===== src/rtl/wdt_pkg.sv =====
package wdt_pkg;

    // Warning stages raised by unserviced expiries
    typedef struct packed {
        logic stage2;
        logic stage1;
    } wdt_flags_t;

    // Command strobes as one bundle
    typedef struct packed {
        logic restart;
        logic dis;
        logic powerdown;
    } wdt_cmd_t;

    // Next stage state after an expiry (second stage is sticky)
    function automatic wdt_flags_t stage_advance(wdt_flags_t f);
        wdt_flags_t n;
        n = f;
        if (!f.stage1) n.stage1 = 1'b1;
        else           n.stage2 = 1'b1;
        return n;
    endfunction

endpackage


===== src/rtl/wdt_counter.sv =====
module wdt_counter #(
    parameter int CNT_W = 16
) (
    input  logic clk,
    input  logic rst,
    input  logic tick,
    input  logic run,
    input  logic clear,
    output logic expire
);
    localparam logic [CNT_W-1:0] CNT_MAX = {CNT_W{1'b1}};

    logic [CNT_W-1:0] cnt;

    assign expire = run && tick && !clear && (cnt == CNT_MAX);

    always_ff @(posedge clk) begin
        if (rst || clear)     cnt <= '0;
        else if (run && tick) cnt <= cnt + 1'b1;
    end

    // no tick, no movement
    a_r2_hold_without_tick: assert property (@(posedge clk) disable iff (rst)
        (!tick && !clear) |=> $stable(cnt));

    // power-down leaves the counter at zero
    a_r9_clear_zeroes: assert property (@(posedge clk) disable iff (rst)
        clear |=> (cnt == '0));

    // a stopped counter holds its value
    a_r7_frozen_when_off: assert property (@(posedge clk) disable iff (rst)
        (!run && !clear) |=> $stable(cnt));
endmodule


===== src/rtl/wdt_flag_stage.sv =====
module wdt_flag_stage
    import wdt_pkg::*;
(
    input  logic       clk,
    input  logic       rst,
    input  logic       expire,
    input  logic       restart,
    input  logic       powerdown,
    output logic       fire,
    output wdt_flags_t flags
);
    wdt_flags_t flags_nxt;

    assign fire = expire && flags.stage2 && !restart && !powerdown;

    always_comb begin
        flags_nxt = flags;
        if (expire)               flags_nxt = stage_advance(flags);
        if (restart || powerdown) flags_nxt = '0;
    end

    always_ff @(posedge clk) begin
        if (rst) flags <= '0;
        else     flags <= flags_nxt;
    end

    // a restart leaves both stages clear
    a_r5_restart_clears: assert property (@(posedge clk) disable iff (rst)
        restart |=> (flags == '0));

    // the second stage is raised only over a raised first stage
    a_r3_stage_order: assert property (@(posedge clk) disable iff (rst)
        $rose(flags.stage2) |-> $past(flags.stage1));
endmodule


===== src/rtl/wdt_enable_gate.sv =====
module wdt_enable_gate (
    input  logic clk,
    input  logic rst,
    input  logic restart,
    input  logic dis,
    input  logic expire,
    output logic en
);
    logic prev_restart;
    logic fresh;

    always_ff @(posedge clk) begin
        if (rst) begin
            prev_restart <= 1'b0;
            fresh        <= 1'b1;
            en           <= 1'b1;
        end else begin
            prev_restart <= restart;
            if (expire) fresh <= 1'b0;
            if (dis && prev_restart && fresh) en <= 1'b0;
        end
    end

    // only reset brings the enable flag back
    a_r10_no_reenable: assert property (@(posedge clk) disable iff (rst)
        $rose(en) |-> $past(rst));

    // a drop of the enable flag needs a disable right after a restart
    a_r7_fall_needs_prime: assert property (@(posedge clk) disable iff (rst)
        $fell(en) |-> ($past(dis) && $past(prev_restart)));
endmodule


===== src/rtl/wdt_req_stretch.sv =====
module wdt_req_stretch (
    input  logic clk,
    input  logic rst,
    input  logic tick,
    input  logic fire,
    output logic req
);
    always_ff @(posedge clk) begin
        if (rst)       req <= 1'b0;
        else if (fire) req <= 1'b1;
        else if (tick) req <= 1'b0;
    end

    // the request spans idle cycles
    a_r4_hold_until_tick: assert property (@(posedge clk) disable iff (rst)
        (req && !tick && !fire) |=> req);

    // the next tick ends the request
    a_r4_drop_on_tick: assert property (@(posedge clk) disable iff (rst)
        (req && tick && !fire) |=> !req);
endmodule


===== src/rtl/wdt_two_stage.sv =====
module wdt_two_stage
    import wdt_pkg::*;
#(
    parameter int CNT_W = 16
) (
    input  logic clk,
    input  logic rst,
    input  logic tick,
    input  logic cmd_restart,
    input  logic cmd_disable,
    input  logic cmd_powerdown,
    output logic rst_req
);
    wdt_cmd_t   cmd;
    wdt_flags_t flags;
    logic       en;
    logic       expire;
    logic       fire;

    assign cmd = '{restart: cmd_restart, dis: cmd_disable, powerdown: cmd_powerdown};

    wdt_counter #(.CNT_W(CNT_W)) u_cnt (
        .clk    (clk),
        .rst    (rst),
        .tick   (tick),
        .run    (en),
        .clear  (cmd.powerdown),
        .expire (expire)
    );

    wdt_flag_stage u_stage (
        .clk       (clk),
        .rst       (rst),
        .expire    (expire),
        .restart   (cmd.restart),
        .powerdown (cmd.powerdown),
        .fire      (fire),
        .flags     (flags)
    );

    wdt_enable_gate u_gate (
        .clk     (clk),
        .rst     (rst),
        .restart (cmd.restart),
        .dis     (cmd.dis),
        .expire  (expire),
        .en      (en)
    );

    wdt_req_stretch u_req (
        .clk  (clk),
        .rst  (rst),
        .tick (tick),
        .fire (fire),
        .req  (rst_req)
    );

    // a request starts only from a raised second stage
    a_r3_req_from_stage2: assert property (@(posedge clk) disable iff (rst)
        $rose(rst_req) |-> $past(flags.stage2));

    // a disabled block never asks for reset
    a_r7_silent_when_off: assert property (@(posedge clk) disable iff (rst)
        (!en && !rst_req) |=> !rst_req);

    // reset leaves the request low
    a_r1_reset_quiet: assert property (@(posedge clk)
        rst |=> !rst_req);
endmodule


===== config.mk =====
export PLATFORM = sky130hd
export DESIGN_NAME = wdt_two_stage
export DESIGN_NICKNAME = d
export VERILOG_FILES = /design/src/rtl/wdt_pkg.sv /design/src/rtl/wdt_counter.sv /design/src/rtl/wdt_flag_stage.sv /design/src/rtl/wdt_enable_gate.sv /design/src/rtl/wdt_req_stretch.sv /design/src/rtl/wdt_two_stage.sv
export SDC_FILE = /design/constraint.sdc
export NUM_CORES = 1
export LEC_CHECK = 0
export BUFFER_PORTS_ARGS = -buffer_cell sky130_fd_sc_hd__buf_4
export CAP_MARGIN = 10
export CELL_PAD_IN_SITES_DETAIL_PLACEMENT = 0
export CELL_PAD_IN_SITES_GLOBAL_PLACEMENT = 1
export CORE_UTILIZATION = 46
export CTS_CLUSTER_DIAMETER = 80
export CTS_CLUSTER_SIZE = 24
export DETAILED_ROUTE_END_ITERATION = 10
export PLACE_DENSITY = 0.75
export SLEW_MARGIN = 20
export SYNTH_ARGS = -nofsm -noshare
export SYNTH_HDL_FRONTEND = slang
export SYNTH_SLANG_ARGS = --single-unit

===== constraint.sdc =====
create_clock -name clk -period 3.54 [get_ports clk]
set_input_delay 0.708 -clock clk [delete_from_list [all_inputs] [get_ports clk]]
set_output_delay 0.708 -clock clk [all_outputs]
set_load 0.02 [all_outputs]

# After elaboration in Yosys (flattened, before gate mapping)
# Index checks and enable logic that the tools add are counted.
# op_classes
addsub	1
mul	0
div	0
n_lt_le_gt_ge	0
eq_ne	1
shift	0
n_mux	2
n_bitwise	0
n_reduce_logical	15
# op_table
cell	count
adder 16 x 1 -> 16 bit (second input constant)	1
== test 16 bit (second input constant)	1
logical AND 1 bit	8
zero test 1 bit	2
logical OR 1 bit	2
2-to-1 mux 1 bit	2
AND reduction 2 bit	1
nonzero test 2 bit	1
OR reduction 2 bit	1
# totals
reg_bits	22
latch_bits	0
ram_bits	0
mem_bits_ro	0
mem_count	0

# Depth between registers and ports, before layout
# depth
depth_word	7
mapped_depth	5

# Cells and area by module
# Synthesis repeated with hierarchy kept, for this count alone.
# hier_totals
cells_unflattened	107
area_unflattened_um2	949.7
# by_module_without_submodules
mod	instances	cells_per_inst	area_each_um2	seq_area_each_um2
wdt_counter	1	87	749.5	320.3
wdt_enable_gate	1	8	91.3	60.1
wdt_flag_stage	1	8	70.1	40.0
wdt_req_stretch	1	4	38.8	20.0

# Least setup slack after synthesis
# Ideal clock, no wire load.
# synth_timing
path_kind	in2reg
start	input port tick
end	register u_cnt.cnt[15]
setup_ps	70
arrival_time_ps	1743
required_ps	3470
slack_ps	1727
stages	4
path_buffers	0
cell_sequence	nand3_2 -> or3_4 -> or4_1 -> a21oi_1
# synth_via
elab_chain_len	1
# synth_rtl
item	line	source
from (decl)	wdt_two_stage.sv:8	input logic tick,
logical AND 1 bit	wdt_counter.sv:19	else if (run && tick) cnt <= cnt + 1'b1;
to (signal assigned)	wdt_counter.sv:19	
to (decl)	wdt_counter.sv:13	logic [CNT_W-1:0] cnt;
# Every way passes these cells.
# A chain may end at the register's enable or synchronous reset.

# Final worst setup path
# layout_timing
start	register u_cnt.cnt[0]
end	register u_gate.fresh
# layout_via
elab_chain_len	2
# layout_rtl
item	line	source
== test 16 bit	wdt_counter.sv:15	assign expire = run && tick && !clear && (cnt == CNT_MAX);
logical AND 1 bit	wdt_counter.sv:15	
to (signal assigned)	wdt_enable_gate.sv:15	fresh <= 1'b1;
to (signal assigned)	wdt_enable_gate.sv:19	if (expire) fresh <= 1'b0;
to (decl)	wdt_enable_gate.sv:10	logic fresh;
# Every way passes these cells.

==> results.py <==
metrics = {
    "die": {
        "core_area_um2": 1940,
        "die_x_um": 47.3,
        "rows": 16,
        "initial_core_util_pct": 48.6,
        "design.die.area_um2": 2240,
        "dieHeight_um": 47.3,
        "io_pins": 7,
    },
    "sta": {
        "slew_viol_final": 0,
        "setup_viol": 0,
        "max_slew_margin_pct": 58.6,
        "finalCriticalPeriod_ns": 1.76,
        "tightest_slew_ns": 0.615,
        "rsz0062_at_grt": "false",
        "hold_violations": 0,
        "skew_ns": 0.00728,
        "max_freq_mhz": 569,
        "fin_crit_sh_pct": 49.6,
        "fin_tns_setup_ns": 0,
    },
    "worst_setup_path": {
        "endpoint_kind": "flop",
        "crit_path_end": "u_gate.fresh",
        "r2r_end": "u_gate.fresh",
        "crit_required_ns": 3.76,
        "cp.arrival_ns": 1.97,
        "rrSetupSlack_ns": 1.78,
        "critical_path.max_fanout": 3,
        "crit_start": "u_cnt.cnt[0]",
        "reg2reg_depth": 5,
        "rr_startpoint": "u_cnt.cnt[0]",
        "path_class": "reg -> reg",
        "start_kind": "flop",
    },
    "power_and_ir_drop": {
        "p_per_area_nw_per_um2": 387,
        "swShare_pct": 20.9,
        "p_int_w": 0.000319,
        "comb_power_share_pct": 3.6,
        "peakVddDrop_v": 0.000210,
        "seqPwrFrac_pct": 62.4,
        "power_frac_clock_pct": 34.0,
        "switchingPower_w": 0.0000844,
        "leakage_nw": 0.338,
    },
    "global_routing": {
        "grt_use_met1_pct": 22.3,
        "grt_use_met2_pct": 24.1,
        "grt_pass1_wl_mm": 2.54,
        "grt_max_degree": 19,
        "overflow": 0,
        "grt_antenna_before_repair": 0,
        "grt.total_usage_pct": 16.8,
        "grt_pass1_vias": 588,
        "met3_usage_pct": 4.62,
        "top_usage_layer": "met2",
    },
    "hold_path": {
        "min_from": "u_stage.flags[1]",
        "hp-class": "reg -> reg",
    },
    "placement": {
        "gp_congestion": 0.695,
        "numPortBuffers": 6,
        "hpwlAfterDp_mm": 1.18,
        "dp.cells": 136,
    },
    "drt": {
        "routedWlPerCell_um": 11.6,
        "via_per_inst": 5.38,
        "drt_iter0_markers": 7,
        "drt_pre_antenna_iters": 4,
        "ant_nets": 0,
        "drc_errors": 0,
        "drt_wl_total_mm": 1.63,
        "vias": 753,
    },
    "synth": {
        "synth-seq-area-share_pct": 46.7,
        "synth_edf_count": 0,
        "ys_seq_elements": 22,
        "synth_area_per_cell_um2": 8.98,
        "synthesis.instances": 105,
        "syn_nets": 112,
        "yosys.area.top_type": "dfxtp_1",
        "yosysMostFrequentCell": "dfxtp_1",
        "synthArstFlopShare_pct": 0,
        "synth_ff_type": "dfxtp_1",
        "synth_area_leaders": "dfxtp_1 47%, xor2_1 6.5%, nor2_1 6.0%, xnor2_1 4.6%, nand2_1 4.0%",
        "yosysTopAreaCellShare_pct": 46.7,
        "synth_common_cells": "22 x dfxtp_1, 15 x nor2_1, 10 x nand2_1",
        "synth_cell_types": 28,
        "syn_area_um2": 943,
        "yosys_warnings": 0,
    },
    "clock_tree": {
        "cts_root_buf": "clkbuf_4",
        "clock_latency_ns": 0.31,
        "clock_sinks": 22,
        "cts_max_level": 1,
        "max-clock-path-buffers": 2,
        "cts_hold_buffers": 0,
        "post_cts_buffers": 0,
        "tritoncts": "built",
        "cts.repair.resized": 0,
        "path_clk_slew_ns": 0.12,
        "cts_made_buffers": 3,
    },
    "layout": {
        "nNetsFinal": 121,
        "drive_gt1_share_pct": 14.2,
        "multi_input_area_um2": 482,
        "fillCellCount": 195,
        "ff_latch_area_um2": 440,
        "antenna_cells": 0,
        "syn_to_final_growth_pct": 10.3,
        "stdcell_count": 140,
    },
    "run": {
        "maxCapViolations": 0,
    },
    "status": {
        "status": "complete, no violations",
    },
}
## layout by cell type (no fill, tap or decap)
cell	n
a21o_1	2
o31ai_1	1
nand3_2	1
nand2_1	10
or3_4	1
nand4_2	1
nand4_1	5
xnor2_1	5
o21ai_0	3
a21oi_1	5
buf_4	6
a21boi_0	1
ha_1	1
nor3_1	4
inv_1	1
or2_2	1
nand3_1	7
and4_2	1
dfxtp_1	22
clkbuf_4	3
or3_1	1
nor2b_1	1
nor4_1	3
and4_1	2
xor2_1	7
clkbuf_8	1
nor2_1	15
or3_2	1
or4_1	1
## flip-flops by register name, summed over array words and instances (netlist names)
| name | cells |
|---|---|
| u_req.req | 1 |
| u_gate.en | 1 |
| u_stage.flags | 2 |
| u_gate.fresh | 1 |
| u_gate.prev_restart | 1 |
| u_cnt.cnt | 16 |
## logic make-up (layout without fill, tap and decap cells)
family / Yosys count / after routing / synth area share, %
XOR/XNOR: 12 / 12 / 11.1
flip-flops: 22 / 22 / 46.7
AO/OA/AOI/OAI: 12 / 12 / 7.43
buffers and inverters: 3 / 11 / 2.25
AND/OR/NAND/NOR: 55 / 55 / 31.2
adder cells (fa/ha/maj): 1 / 1 / 1.33
## critical path, cell delays in order, from the launching register on
cell and delay [ns]:
dfxtp_1 0.39, ha_1 0.20, nand4_1 0.13, nor4_1 0.60, nand2_1 0.16, a21o_1 0.20
## worst min-delay path by stage
| stage | slack, ns | cells after the start | endpoint |
|---|---|---|---|
| after floorplan | 0.43 | 1 | u_gate.fresh |
| after global placement | 0.45 | 1 | u_gate.fresh |
| after detailed placement | 0.45 | 1 | u_gate.fresh |
| after CTS | 0.48 | 2 | u_req.req |
| after global routing | 0.49 | 2 | u_req.req |
| final | 0.47 | 2 | u_req.req |
## power by group through the flow
| stage | combinational [W] | sequential (W) | clock (W) |
|---|---|---|---|
| after floorplan | 0.00000844 | 0.000257 | 0 |
| after global placement | 0.0000150 | 0.000257 | 0 |
| after detailed placement | 0.0000150 | 0.000257 | 0 |
| after CTS | 0.0000150 | 0.000252 | 0.000143 |
| after global routing | 0.0000166 | 0.000252 | 0.000153 |
| final | 0.0000146 | 0.000251 | 0.000137 |
## metal layers
metal / vias up / wire length [µm]
li1: 388 / -
met1: 349 / 810
met2: 12 / 746
met3: 4 / 51
met4: 0 / 17
met5: - / 0
## metrics by stage
| stage | worst slack (ns) | hold WS [ns] | total power [W] | utilization [%] | instance area [µm²] |
|---|---|---|---|---|---|
| floorplan | 1.73 | 0.425 | 0.000265 | - | 943 |
| global placement | 1.55 | 0.449 | 0.000272 | 51.7 | 1000 |
| detailed placement | 1.50 | 0.454 | 0.000272 | 51.7 | 1000 |
| CTS | 1.77 | 0.481 | 0.000410 | 53.6 | 1040 |
| global route | 1.66 | 0.488 | 0.000421 | 53.6 | 1040 |
| finish | 1.78 | 0.474 | 0.000403 | 53.6 | 1040 |
## final cells by class
class                           count  share of cell area [%]
Multi-Input combinational cell     80                    46.3
Sequential cell                    22                    42.3
Timing Repair Buffer                6                    4.33
Clock buffer                        4                    3.49
Tap cell                           27                    3.25
Inverter                            1                   0.361
Power figures use the tool's default switching activity.
